===== src/rtl/rxpp_pkg.sv =====
package rxpp_pkg;
  // true when a read pointer addresses the final stored byte
  function automatic logic ptr_is_last(input int unsigned ptr, input int unsigned len);
    return (ptr + 1) == len;
  endfunction

  // true when a fill count has reached the store capacity
  function automatic logic at_cap(input int unsigned cnt, input int unsigned depth);
    return cnt >= depth;
  endfunction
endpackage


===== src/rtl/rxpp_bank.sv =====
module rxpp_bank #(
  parameter int unsigned DEPTH = 11,
  parameter int unsigned DW    = 8,
  parameter int unsigned AW    = 4,
  parameter int unsigned LW    = 4
) (
  input  logic          clk,
  input  logic          rst_n,
  input  logic          we,
  input  logic [AW-1:0] waddr,
  input  logic [DW-1:0] wdata,
  input  logic          len_we,
  input  logic [LW-1:0] len_in,
  input  logic [AW-1:0] raddr,
  output logic [DW-1:0] rdata,
  output logic [LW-1:0] len_out
);
  localparam logic [AW-1:0] LAST_A = AW'(DEPTH - 1);

  logic [DW-1:0] mem [DEPTH];
  logic [LW-1:0] len_q;

  always_ff @(posedge clk) begin
    if (we && waddr <= LAST_A) mem[waddr] <= wdata;
  end

  always_ff @(posedge clk) begin
    if (!rst_n)      len_q <= '0;
    else if (len_we) len_q <= len_in;
  end

  assign rdata   = mem[raddr];
  assign len_out = len_q;
endmodule


===== src/rtl/rxpp_fill.sv =====
module rxpp_fill #(
  parameter int unsigned DEPTH = 11,
  parameter int unsigned DW    = 8,
  parameter int unsigned AW    = 4,
  parameter int unsigned LW    = 4
) (
  input  logic          clk,
  input  logic          rst_n,
  input  logic          rx_sof,
  input  logic          rx_byte_vld,
  input  logic          rx_ifr,
  input  logic [DW-1:0] rx_byte,
  input  logic          rx_eof_ok,
  input  logic          rx_abort,
  input  logic [1:0]    full,
  input  logic          vis,
  output logic          wr_en,
  output logic          wr_bank,
  output logic [AW-1:0] wr_addr,
  output logic [DW-1:0] wr_data,
  output logic          commit,
  output logic [LW-1:0] commit_len
);
  import rxpp_pkg::*;

  logic          active;
  logic          tgt;
  logic          ovr;
  logic [LW-1:0] cnt;
  logic          data_byte;
  logic          cap_hit;

  assign data_byte  = rx_byte_vld && !rx_ifr;
  assign cap_hit    = at_cap(32'(cnt), DEPTH);
  assign wr_en      = active && data_byte && !ovr && !cap_hit;
  assign wr_bank    = tgt;
  assign wr_addr    = AW'(cnt);
  assign wr_data    = rx_byte;
  assign commit     = active && rx_eof_ok && !ovr && (cnt != '0);
  assign commit_len = cnt;

  always_ff @(posedge clk) begin
    if (!rst_n) begin
      active <= 1'b0;
      tgt    <= 1'b0;
      ovr    <= 1'b0;
      cnt    <= '0;
    end else if (rx_sof) begin
      // the store opposite the visible one takes the frame, if it is free
      active <= !full[~vis];
      tgt    <= ~vis;
      ovr    <= 1'b0;
      cnt    <= '0;
    end else if (active) begin
      if (rx_eof_ok || rx_abort) active <= 1'b0;
      else if (data_byte) begin
        if (cap_hit) ovr <= 1'b1;
        else         cnt <= cnt + LW'(1);
      end
    end
  end
endmodule


===== src/rtl/rxpp_drain.sv =====
module rxpp_drain #(
  parameter int unsigned DW = 8,
  parameter int unsigned AW = 4,
  parameter int unsigned LW = 4
) (
  input  logic          clk,
  input  logic          rst_n,
  input  logic          commit,
  input  logic          commit_bank,
  input  logic          flush,
  input  logic          cts,
  input  logic [LW-1:0] len_vis,
  input  logic [DW-1:0] rdata_vis,
  output logic [1:0]    full,
  output logic          vis,
  output logic [AW-1:0] rd_addr,
  output logic          rts,
  output logic [DW-1:0] data,
  output logic          data_vld,
  output logic          last,
  output logic          rel_now
);
  import rxpp_pkg::*;

  logic          take;
  logic          last_now;
  logic [LW-1:0] rd_ptr;

  assign rts      = full[vis];
  assign take     = rts && cts && !flush;
  assign last_now = ptr_is_last(32'(rd_ptr), 32'(len_vis));
  assign rel_now  = (rts && flush) || (take && last_now);
  assign rd_addr  = AW'(rd_ptr);

  always_ff @(posedge clk) begin
    if (!rst_n) begin
      full     <= '0;
      vis      <= 1'b0;
      rd_ptr   <= '0;
      data     <= '0;
      data_vld <= 1'b0;
      last     <= 1'b0;
    end else begin
      for (int b = 0; b < 2; b++) begin
        if (commit && commit_bank == 1'(b))  full[b] <= 1'b1;
        else if (rel_now && vis == 1'(b))    full[b] <= 1'b0;
      end
      if (rel_now)                  vis <= ~vis;
      else if (commit && !full[vis]) vis <= commit_bank;
      if (rel_now)   rd_ptr <= '0;
      else if (take) rd_ptr <= rd_ptr + LW'(1);
      data_vld <= take;
      if (take) begin
        data <= rdata_vis;
        last <= last_now;
      end
    end
  end
endmodule


===== src/rtl/rxpp_store.sv =====
module rxpp_store #(
  parameter int unsigned DEPTH = 11,
  parameter int unsigned DW    = 8
) (
  input  logic          clk,
  input  logic          rst_n,
  input  logic          rx_sof,
  input  logic          rx_byte_vld,
  input  logic          rx_ifr,
  input  logic [DW-1:0] rx_byte,
  input  logic          rx_eof_ok,
  input  logic          rx_abort,
  input  logic          host_flush,
  input  logic          host_cts,
  output logic          host_rts,
  output logic [DW-1:0] host_data,
  output logic          host_data_vld,
  output logic          host_last
);
  localparam int unsigned ADDR_W = (DEPTH < 2) ? 1 : $clog2(DEPTH);
  localparam int unsigned LEN_W  = $clog2(DEPTH + 1);

  logic              wr_en;
  logic              wr_bank;
  logic [ADDR_W-1:0] wr_addr;
  logic [DW-1:0]     wr_data;
  logic              commit;
  logic [LEN_W-1:0]  commit_len;
  logic [1:0]        full;
  logic              vis;
  logic              rel_now;
  logic [ADDR_W-1:0] rd_addr;
  logic [DW-1:0]     bank_rd  [2];
  logic [LEN_W-1:0]  bank_len [2];

  rxpp_fill #(.DEPTH(DEPTH), .DW(DW), .AW(ADDR_W), .LW(LEN_W)) u_fill (
    .clk, .rst_n, .rx_sof, .rx_byte_vld, .rx_ifr, .rx_byte, .rx_eof_ok, .rx_abort,
    .full, .vis, .wr_en, .wr_bank, .wr_addr, .wr_data, .commit, .commit_len
  );

  for (genvar b = 0; b < 2; b++) begin : g_bank
    rxpp_bank #(.DEPTH(DEPTH), .DW(DW), .AW(ADDR_W), .LW(LEN_W)) u_bank (
      .clk, .rst_n,
      .we      (wr_en && wr_bank == 1'(b)),
      .waddr   (wr_addr),
      .wdata   (wr_data),
      .len_we  (commit && wr_bank == 1'(b)),
      .len_in  (commit_len),
      .raddr   (rd_addr),
      .rdata   (bank_rd[b]),
      .len_out (bank_len[b])
    );
  end

  rxpp_drain #(.DW(DW), .AW(ADDR_W), .LW(LEN_W)) u_drain (
    .clk, .rst_n, .commit, .commit_bank(wr_bank), .flush(host_flush), .cts(host_cts),
    .len_vis(bank_len[vis]), .rdata_vis(bank_rd[vis]),
    .full, .vis, .rd_addr, .rts(host_rts), .data(host_data),
    .data_vld(host_data_vld), .last(host_last), .rel_now
  );
endmodule


===== config.mk =====
export PLATFORM = sky130hd
export DESIGN_NAME = rxpp_store
export DESIGN_NICKNAME = d
export VERILOG_FILES = /design/src/rtl/rxpp_pkg.sv /design/src/rtl/rxpp_bank.sv /design/src/rtl/rxpp_fill.sv /design/src/rtl/rxpp_drain.sv /design/src/rtl/rxpp_store.sv
export SDC_FILE = /design/constraint.sdc
export NUM_CORES = 1
export LEC_CHECK = 0
export BUFFER_PORTS_ARGS = -buffer_cell sky130_fd_sc_hd__buf_4
export CAP_MARGIN = 10
export CORE_ASPECT_RATIO = 2
export CORE_MARGIN = 2
export CORE_UTILIZATION = 50
export CTS_CLUSTER_DIAMETER = 80
export DETAILED_ROUTE_END_ITERATION = 8
export PLACE_DENSITY = 0.73
export SLEW_MARGIN = 20
export SYNTH_ARGS = -nofsm -noshare
export SYNTH_HDL_FRONTEND = slang
export SYNTH_SLANG_ARGS = --single-unit

===== constraint.sdc =====
create_clock -name clk -period 3.3 [get_ports clk]
set_input_delay 0.495 -clock clk [delete_from_list [all_inputs] [get_ports clk]]
set_output_delay 0.495 -clock clk [all_outputs]
set_load 0.02 [all_outputs]

=== After elaboration in Yosys (flattened, before gate mapping) ===
Memories as Yosys holds them, arrays and structs flattened. A register that Yosys moved wholly into a read port is not among the register bits.
Cells that the tools add are included.

* Word-level logic and storage cells: 93
* Memory bits (writable): 176
* Flip-flop bits (word level): 32
* Memories: 2
* Output and inout bits: 11
* Bits of input ports: 17

{| class="wikitable"
|+ Memory list
! name !! depth !! bits a word !! read ports !! clocked after memory_dff !! write ports !! line !! source
|-
| g_bank[0].u_bank.mem || 11 || 8 || 1 || 1 || 1 || rxpp_bank.sv:20 || <nowiki>logic [DW-1:0] mem [DEPTH];</nowiki>
|-
| g_bank[1].u_bank.mem || 11 || 8 || 1 || 1 || 1 || rxpp_bank.sv:20 ||
|}

* Bitwise gates (word level): 6
* $lt $le $gt $ge: 5
* Mux-type cells: 27
* Add/sub/neg operators: 3
* Reduce and logical (&&, ||, !) cells: 36
* Equality and inequality tests: 1

{| class="wikitable"
|+ Operators by type and width
! cell !! number
|-
| 32-bit by 4-bit == test with 1-bit output || 1
|-
| 4-bit two-way mux || 7
|-
| 8-bit two-way mux || 3
|-
| 1-bit logical AND || 20
|-
| 1-bit two-way mux || 17
|-
| 4-bit by 1-bit adder with 4-bit output (second input constant) || 2
|-
| 4-bit AND reduction || 2
|-
| 1-bit zero test || 6
|-
| 2-bit nonzero test || 3
|-
| 4-bit by 1-bit adder with 5-bit output (second input constant) || 1
|-
| 1-bit NOT || 5
|-
| 4-bit >= comparator (second input constant) || 1
|-
| 4-bit less-or-equal comparator (second input constant) || 1
|-
| 1-bit by 2-bit less-than comparator with 1-bit output (second input constant) || 2
|-
| 4-bit nonzero test || 1
|-
| 2-bit OR reduction || 2
|-
| 2-bit >= comparator (second input constant) || 1
|-
| 1-bit logical OR || 2
|-
| 1-bit NOT with 2-bit output || 1
|}

=== Depth between registers and ports, before layout ===
Gate-level depths: netlist of the first run.

* Depth after elaboration: 10
* Gate-level depth with buffers: 9
* Gate-level depth less buffers: 7

=== Modules after synthesis ===
From an unflattened synthesis of the first run, not the netlist that was laid out.

* Cells, all modules: 590
* Area total of the unflattened synthesis: 8,981.1 um^2

{| class="wikitable"
|+ Modules (own cells, without submodules)
! module !! instances !! cells an instance !! sequential area each (um^2) !! area each (um^2)
|-
| rxpp_bank at g_bank[0].u_bank || 1 || 213 || 2,722.6 || 3,742.3
|-
| rxpp_bank at g_bank[1].u_bank || 1 || 213 || 2,722.6 || 3,721.1
|-
| rxpp_drain || 1 || 91 || 340.3 || 830.8
|-
| rxpp_fill || 1 || 56 || 140.1 || 478.0
|-
| rxpp_store || 1 || 17 || 0.0 || 209.0
|}

=== Worst setup path after synthesis of the first run ===
No wires, ideal clock.

* Path kind: reg2reg
* Start: register u_fill.cnt[0], in the netlist u_fill.commit_len[0]
* End: memory g_bank[0].u_bank.mem[10][0] (enable)
* Required time: 2.905 ns
* Slack: 0.955 ns
* Period minus slack after synthesis: 2.345 ns
* Buffers on the path: 0
* Arrival time: 1.951 ns
* Stages on the path, launching flop included: 5
* Library setup time: 0.395 ns
* Cells stage by stage: dfxtp_1 ha_1 o21a_1 nand4bb_1 nor4_1

* Longest elaborated chain between the ends: 7
* Elaborated cells between the ends (all ways): 8
* Those cells by class: order compare (2); mux (2); reduce/logical (4)

{| class="wikitable"
|+ Ends and longest elaborated chain
! item !! line !! source
|-
| start: declaration || rxpp_fill.sv:29 || <nowiki>logic [LW-1:0] cnt;</nowiki>
|-
| start signal: assignment || rxpp_fill.sv:58 || <nowiki>else cnt <= cnt + LW'(1);</nowiki>
|-
| 4-bit >= comparator || rxpp_pkg.sv:9 || <nowiki>return cnt >= depth;</nowiki>
|-
| 1-bit zero test || rxpp_fill.sv:35 || <nowiki>assign wr_en = active && data_byte && !ovr && !cap_hit;</nowiki>
|-
| 1-bit logical AND || rxpp_fill.sv:35 ||
|-
| 1-bit logical AND || rxpp_store.sv:44 || <nowiki>.we (wr_en && wr_bank == 1'(b)),</nowiki>
|-
| 1-bit logical AND || rxpp_bank.sv:24 || <nowiki>if (we && waddr <= LAST_A) mem[waddr] <= wdata;</nowiki>
|-
| 1-bit two-way mux || rxpp_bank.sv:24 ||
|-
| 1-bit two-way mux (implied by the code) || rxpp_bank.sv:24 ||
|-
| end: declaration || rxpp_bank.sv:20 ||
|}

Parallel ways exist; a longest one is shown, timed or not.

=== Worst setup path in the final report of the first run ===
* Start: register u_fill.cnt[0], in the netlist u_fill.commit_len[0]
* End: memory g_bank[1].u_bank.mem[0][5] (enable)

* Longest elaborated chain between the ends: 7
* Elaborated cells between the ends (all ways): 8
* Those cells by class: order compare (2); mux (2); reduce/logical (4)

{| class="wikitable"
|+ Ends and longest elaborated chain
! item !! line
|-
| 4-bit >= comparator || rxpp_pkg.sv:9
|-
| 1-bit zero test || rxpp_fill.sv:35
|-
| 1-bit logical AND || rxpp_fill.sv:35
|-
| 1-bit logical AND || rxpp_store.sv:44
|-
| 1-bit logical AND || rxpp_bank.sv:24
|-
| 1-bit two-way mux || rxpp_bank.sv:24
|-
| 1-bit two-way mux (implied by the code) || rxpp_bank.sv:24
|-
| end: declaration || rxpp_bank.sv:20
|}

Parallel ways exist; a longest one is shown, timed or not.

==> impl_metrics.env, run 1 <==
export IMPL_synth_commonest_cells="edfxtp_1 (176), mux2i_1 (60), dfxtp_1 (36), nor2_1 (32), and2_1 (23)"
export IMPL_r2r_setup_slack_ns=0.49
export IMPL_drtIter0Drc=297
export IMPL_r2r_end="g_bank[1].u_bank.mem[0][5]"
export IMPL_clock_skew_ns=0.0114
export IMPL_synth_top_area_share=0.616
export IMPL_drc=0
export IMPL_clk_latency_ns=0.48
export IMPL_cp_required_ns=3.41
export IMPL_syn_cell_area_sq_mm=0.00858
export IMPL_grt_pass1_vias=4960
export IMPL_n_antenna_cell=0
export IMPL_ios=28
export IMPL_setup_violations=0
export IMPL_overflow=0
export IMPL_gp_congestion=0.882
export IMPL_rsz0062_at_grt="no"
export IMPL_r2r_cells=5
export IMPL_start_kind="register"
export IMPL_crit_family="simple AND/OR/NAND/NOR gates"
export IMPL_slowest_delay_ns=0.62
export IMPL_clkSinkCount=212
export IMPL_crit_start="u_fill.commit_len[0]"
export IMPL_antenna_found_initial=0
export IMPL_cts_resized=0
export IMPL_status="finished clean"
export IMPL_vias=4611
export IMPL_post_cts_buffers=0
export IMPL_htree_levels=1
export IMPL_worstPathCellList="ha_1, o21a_1, nand4bb_1, nor4_1, and2_1"
export IMPL_worst_slew_pin_slew_ns=0.831
export IMPL_clockBufferDepth=3
export IMPL_min_period_ns=2.81
export IMPL_drt_total_wl_um=18100
export IMPL_synthCells=526
export IMPL_path_max_fanout=8
export IMPL_dpl_cell_area_sq_mm=0.00898
export IMPL_crit_slowest_cell="nor4_1"
export IMPL_holdBufCountCts=0
export IMPL_dr_pass1_iters=7
export IMPL_hold_violations=0
export IMPL_grt_max_degree=39
export IMPL_syn_avg_cell_area_sq_um=16.3
export IMPL_hold_class="input pin to register"
export IMPL_areaGrowthSynthToFinish_pct=11.4
export IMPL_endpoint="g_bank[1].u_bank.mem[0][5]"
export IMPL_holdWs_ns=0.326
export IMPL_grt_usage=0.200
export IMPL_final_area_sq_mm=0.00956
export IMPL_die_area_sq_mm=0.0183
export IMPL_cp_num_buf_inv=0
export IMPL_r2r_start="u_fill.commit_len[0]"
export IMPL_grt_pass1_wl_um=28000
export IMPL_viasPerCell=5.94
export IMPL_cp_arrival_ns=2.92
export IMPL_ys_flop_type="edfxtp_1"
export IMPL_synthTopCellsByArea="edfxtp_1 (62%), dfxtp_1 (8.4%), mux2i_1 (7.0%)"
export IMPL_leakagePower_nw=3.02
export IMPL_yosysMostFrequentCell="edfxtp_1"
export IMPL_cts_root_buffer="clkbuf_16"
export IMPL_synth_nets=548
export IMPL_timing_fmax_ghz=0.356
export IMPL_drv_cap=0
export IMPL_die_h_um=189
export IMPL_cts_buffers=18
export IMPL_report_power_total_mw=5.02
export IMPL_slew_headroom=0.441
export IMPL_hpwl_um=12600
export IMPL_peakVddDrop_uv=447
export IMPL_coreArea_sq_mm=0.0168
export IMPL_std_cell_rows=67
export IMPL_synth_ff_latch_count=212
export IMPL_crit_cells=5
export IMPL_synth_top_area_cell="edfxtp_1"
export IMPL_drtAntennaViolNets=0
export IMPL_wire_per_inst_um=23.4
export IMPL_cts_clk_slew_worst_paths_ns=0.06
export IMPL_finish_net_count=579
export IMPL_initial_core_util=0.512
export IMPL_ys_warn_count=0
export IMPL_synth_edf_count=176
export IMPL_critical_path_class="register to register"
export IMPL_slew_viol_final=0
export IMPL_cts_tree="built"
export IMPL_period_share=0.851
export IMPL_synthArstFlopShare=0
export IMPL_endpoint_kind="register"
export IMPL_drive_above_1_share=0.174
export IMPL_seq_area_frac_synth=0.700
export IMPL_yosys_cell_types_count=53
export IMPL_die_width_um=96.6
export IMPL_powerDensity_mw_per_mm2=525
export IMPL_portBuffers=27
export IMPL_tns_ns=0
## per-layer routing
layer | vias to the layer above | track usage | share of wire
li1 | 2101 | - | -
met1 | 2330 | 0.210 | 0.35
met2 | 133 | 0.388 | 0.57
met3 | 47 | 0.0196 | 0.035
met4 | 0 | 0.106 | 0.049
met5 | - | 0 | 0
## cell usage in the layout, fill, tap and decap left out, types with 6 or more instances in the layout
| cell type | Yosys | final |
|---|---|---|
| a21oi_1 | 19 | 19 |
| a22oi_1 | 12 | 12 |
| and2_1 | 23 | 23 |
| buf_4 | 3 | 35 |
| clkbuf_16 | 0 | 19 |
| dfxtp_1 | 36 | 33 |
| edfxtp_1 | 176 | 176 |
| mux2_2 | 6 | 6 |
| mux2i_1 | 60 | 60 |
| mux4_2 | 20 | 20 |
| nand2_1 | 18 | 18 |
| nor2_1 | 32 | 32 |
| nor2b_1 | 8 | 8 |
| nor3_1 | 7 | 7 |
| o21ai_1 | 6 | 6 |
| xnor2_1 | 7 | 7 |
## metrics by stage
step	utilization	std cells	setup slack (ns)
floorplan	-	526	0.955
global placement	0.536	744	0.660
detailed placement	0.536	744	0.591
CTS	0.570	776	0.524
global route	0.570	776	0.367
finish	0.570	776	0.491
## final cells by class
class / count / area (sq um)
Clock buffer: 28 / 549
Sequential cell: 212 / 6010
Fill cell: 1314 / 7210
Timing Repair Buffer: 36 / 283
Multi-Input combinational cell: 284 / 2410
Clock inverter: 4 / 27.5
Inverter: 5 / 18.8
Tap cell: 207 / 259
## how the worst min path moves through the flow
stage | to | cells past startpoint | startpoint
global route | u_fill.wr_bank | 3 | rx_sof
CTS | u_fill.wr_bank | 3 | rx_sof
floorplan | g_bank[1].u_bank.len_out[3] | 2 | g_bank[1].u_bank.len_out[3]
finish | u_fill.wr_bank | 3 | rx_sof
detailed placement | g_bank[1].u_bank.len_out[3] | 2 | g_bank[1].u_bank.len_out[3]
global placement | g_bank[1].u_bank.len_out[3] | 2 | g_bank[1].u_bank.len_out[3]
## cell families after synthesis
kind of cell             share of synthesized area
buffers and inverters                       0.0191
multiplexers                                 0.143
flip-flops                                   0.700
AO/OA/AOI/OAI                               0.0512
adder cells (fa/ha/maj)                    0.00729
XOR/XNOR                                    0.0112
AND/OR/NAND/NOR                             0.0690
## power by group
| group | switching (mW) | internal [mW] | total, mW |
|---|---|---|---|
| logic | 0.0598 | 0.0225 | 0.0823 |
| registers | 0.00424 | 2.90 | 2.90 |
| clock network | 0.889 | 1.15 | 2.04 |
| total | 0.953 | 4.07 | 5.02 |
## state kept, by name, indices dropped and copies added, names as in the netlist, 2 cells and up, named ones only
name,count
u_drain.rd_addr,4
g_bank.u_bank.len_out,8
u_drain.data,8
u_drain.full,2
u_fill.commit_len,4
g_bank.u_bank.mem,176
## worst reg2reg max path: stages (launching register included)
cell and delay [ns]:
dfxtp_1 0.38, ha_1 0.35, o21a_1 0.23, nand4bb_1 0.30, nor4_1 0.62, and2_1 0.56
Power figures use the tool's default switching activity.
==> run 2: changes to the inputs <==
--- a/config.mk
+++ b/config.mk
@@ -7,7 +7,6 @@
 export LEC_CHECK = 0
 export BUFFER_PORTS_ARGS = -buffer_cell sky130_fd_sc_hd__buf_4
 export CAP_MARGIN = 10
-export CORE_ASPECT_RATIO = 2
 export CORE_MARGIN = 2
 export CORE_UTILIZATION = 50
 export CTS_CLUSTER_DIAMETER = 80
==> impl_metrics.env, run 2 (synthesis gave the netlist of run 1 again) <==
export IMPL_p_comb_frac=0.015
export IMPL_status="finished clean"
export IMPL_cts_tree="built"
export IMPL_grt_max_degree=33
export IMPL_drive_above_1_share=0.184
export IMPL_coreArea_sq_mm=0.0167
export IMPL_worst_slew_pin_slew_ns=0.834
export IMPL_dp_cells=755
export IMPL_layout_common_cells="edfxtp_1 (176), mux2i_1 (60), buf_4 (34)"
export IMPL_endpoint_kind="register"
export IMPL_period_share=0.826
export IMPL_ios=28
export IMPL_hp_start="rx_sof"
export IMPL_cts_resized=0
export IMPL_crit_start="u_fill.commit_len[0]"
export IMPL_largest_reg_flops=176
export IMPL_grt_usage=0.200
export IMPL_viasPerCell=5.92
export IMPL_cp_arrival_ns=2.88
export IMPL_die_area_sq_mm=0.0182
export IMPL_p_sw_frac=0.185
export IMPL_drtAntennaViolNets=0
export IMPL_clk_latency_ns=0.49
export IMPL_top_register="g_bank.u_bank.mem"
export IMPL_timing_fmax_ghz=0.367
export IMPL_r2r_cells=5
export IMPL_rsz0062_at_grt="no"
export IMPL_grt_pass1_wl_um=27300
export IMPL_path_max_fanout=8
export IMPL_setup_violations=0
export IMPL_portBuffers=27
export IMPL_dr_pass1_iters=6
export IMPL_r2r_setup_slack_ns=0.57
export IMPL_clock_skew_ns=0.0116
export IMPL_drc=0
export IMPL_hpwl_um=11900
export IMPL_post_cts_buffers=0
export IMPL_leakagePower_nw=3.12
export IMPL_slew_headroom=0.439
export IMPL_htree_levels=1
export IMPL_r2r_end="g_bank[1].u_bank.mem[3][2]"
export IMPL_drtIter0Drc=508
export IMPL_antenna_found_initial=0
export IMPL_powerDensity_mw_per_mm2=575
export IMPL_overflow=0
export IMPL_hold_violations=0
export IMPL_n_antenna_cell=0
export IMPL_switchingPower_mw=1.04
export IMPL_clkSinkCount=212
export IMPL_initial_core_util=0.514
export IMPL_die_h_um=135
export IMPL_holdBufCountCts=0
export IMPL_wire_per_inst_um=22.6
export IMPL_hold_class="input pin to register"
export IMPL_tns_ns=0
export IMPL_cts_clk_slew_worst_paths_ns=0.06
export IMPL_drv_cap=0
export IMPL_cts_buffers=23
export IMPL_cp_required_ns=3.45
export IMPL_power_share_sequential=0.517
export IMPL_die_width_um=135
export IMPL_drt_total_wl_um=18000
export IMPL_hold_path_cell_count=3
export IMPL_clockPowerShare=0.468
export IMPL_r2r_start="u_fill.commit_len[0]"
export IMPL_gp_congestion=0.888
export IMPL_power_internal_mw=4.57
export IMPL_start_kind="register"
export IMPL_layoutNonFillerInstCount=796
export IMPL_std_cell_rows=47
export IMPL_cts_root_buffer="clkbuf_16"
export IMPL_grt_pass1_vias=4637
export IMPL_slew_viol_final=0
export IMPL_holdPathEnd="u_fill.active"
export IMPL_finish_net_count=582
export IMPL_peakVddDrop_uv=450
export IMPL_areaGrowthSynthToFinish_pct=13.7
export IMPL_vias=4712
export IMPL_fillers=1265
export IMPL_layout_commonest_cell="edfxtp_1"
export IMPL_critical_path_class="register to register"
export IMPL_min_period_ns=2.73
export IMPL_clockBufferDepth=3
[run 2: cell type report]
class / instances / area [sq um] / area share
Sequential cell: 212 / 6010 / 0.616
Inverter: 5 / 18.8 / 0.00192
Clock inverter: 12 / 160 / 0.0164
Clock buffer: 29 / 628 / 0.0644
Tap cell: 220 / 275 / 0.0282
Multi-Input combinational cell: 284 / 2410 / 0.247
Timing Repair Buffer: 34 / 255 / 0.0262
[run 2: metal layers]
layer  track usage  share of wire  vias to the layer above
li1              -              -                     2111
met1         0.280           0.42                     2363
met2         0.321           0.48                      206
met3        0.0420          0.082                       32
met4        0.0550          0.022                        0
met5             0              0                        -
[run 2: critical path, stage by stage, from the launching register on]
cell and delay (ns):
dfxtp_1 0.37, ha_1 0.30, o21a_1 0.20, nand4bb_1 0.30, nor4_1 0.75, and2_1 0.46
[run 2: worst max-delay path by stage]
stage / depth (start not counted) / end
final: 5 / g_bank[1].u_bank.mem[3][2]
after global routing: 5 / g_bank[1].u_bank.mem[3][1]
after detailed placement: 5 / g_bank[1].u_bank.mem[2][2]
after floorplan: 4 / g_bank[0].u_bank.mem[10][0]
after CTS: 5 / g_bank[1].u_bank.mem[2][6]
after global placement: 5 / g_bank[1].u_bank.mem[2][0]
[run 2: metrics by stage]
step           setup slack, ns  power, mW   util  instance area, sq um  hold WS, ns
4_1_cts                  0.600       5.65  0.584                  9760        0.273
6_report                 0.573       5.61  0.584                  9760        0.285
5_1_grt                  0.442       5.77  0.584                  9760        0.287
3_5_place_dp             0.619       3.04  0.537                  8970        0.459
2_1_floorplan            0.955       2.98      -                  8580        0.436
3_3_place_gp             0.648       3.04  0.537                  8970        0.448
[run 2: power by group through the flow]
stage / combinational (mW) / sequential [mW] / clock, mW
2_1_floorplan: 0.0202 / 2.96 / 0
3_3_place_gp: 0.0795 / 2.96 / 0
3_5_place_dp: 0.0810 / 2.96 / 0
4_1_cts: 0.0813 / 2.90 / 2.67
5_1_grt: 0.0876 / 2.90 / 2.78
6_report: 0.0815 / 2.90 / 2.63
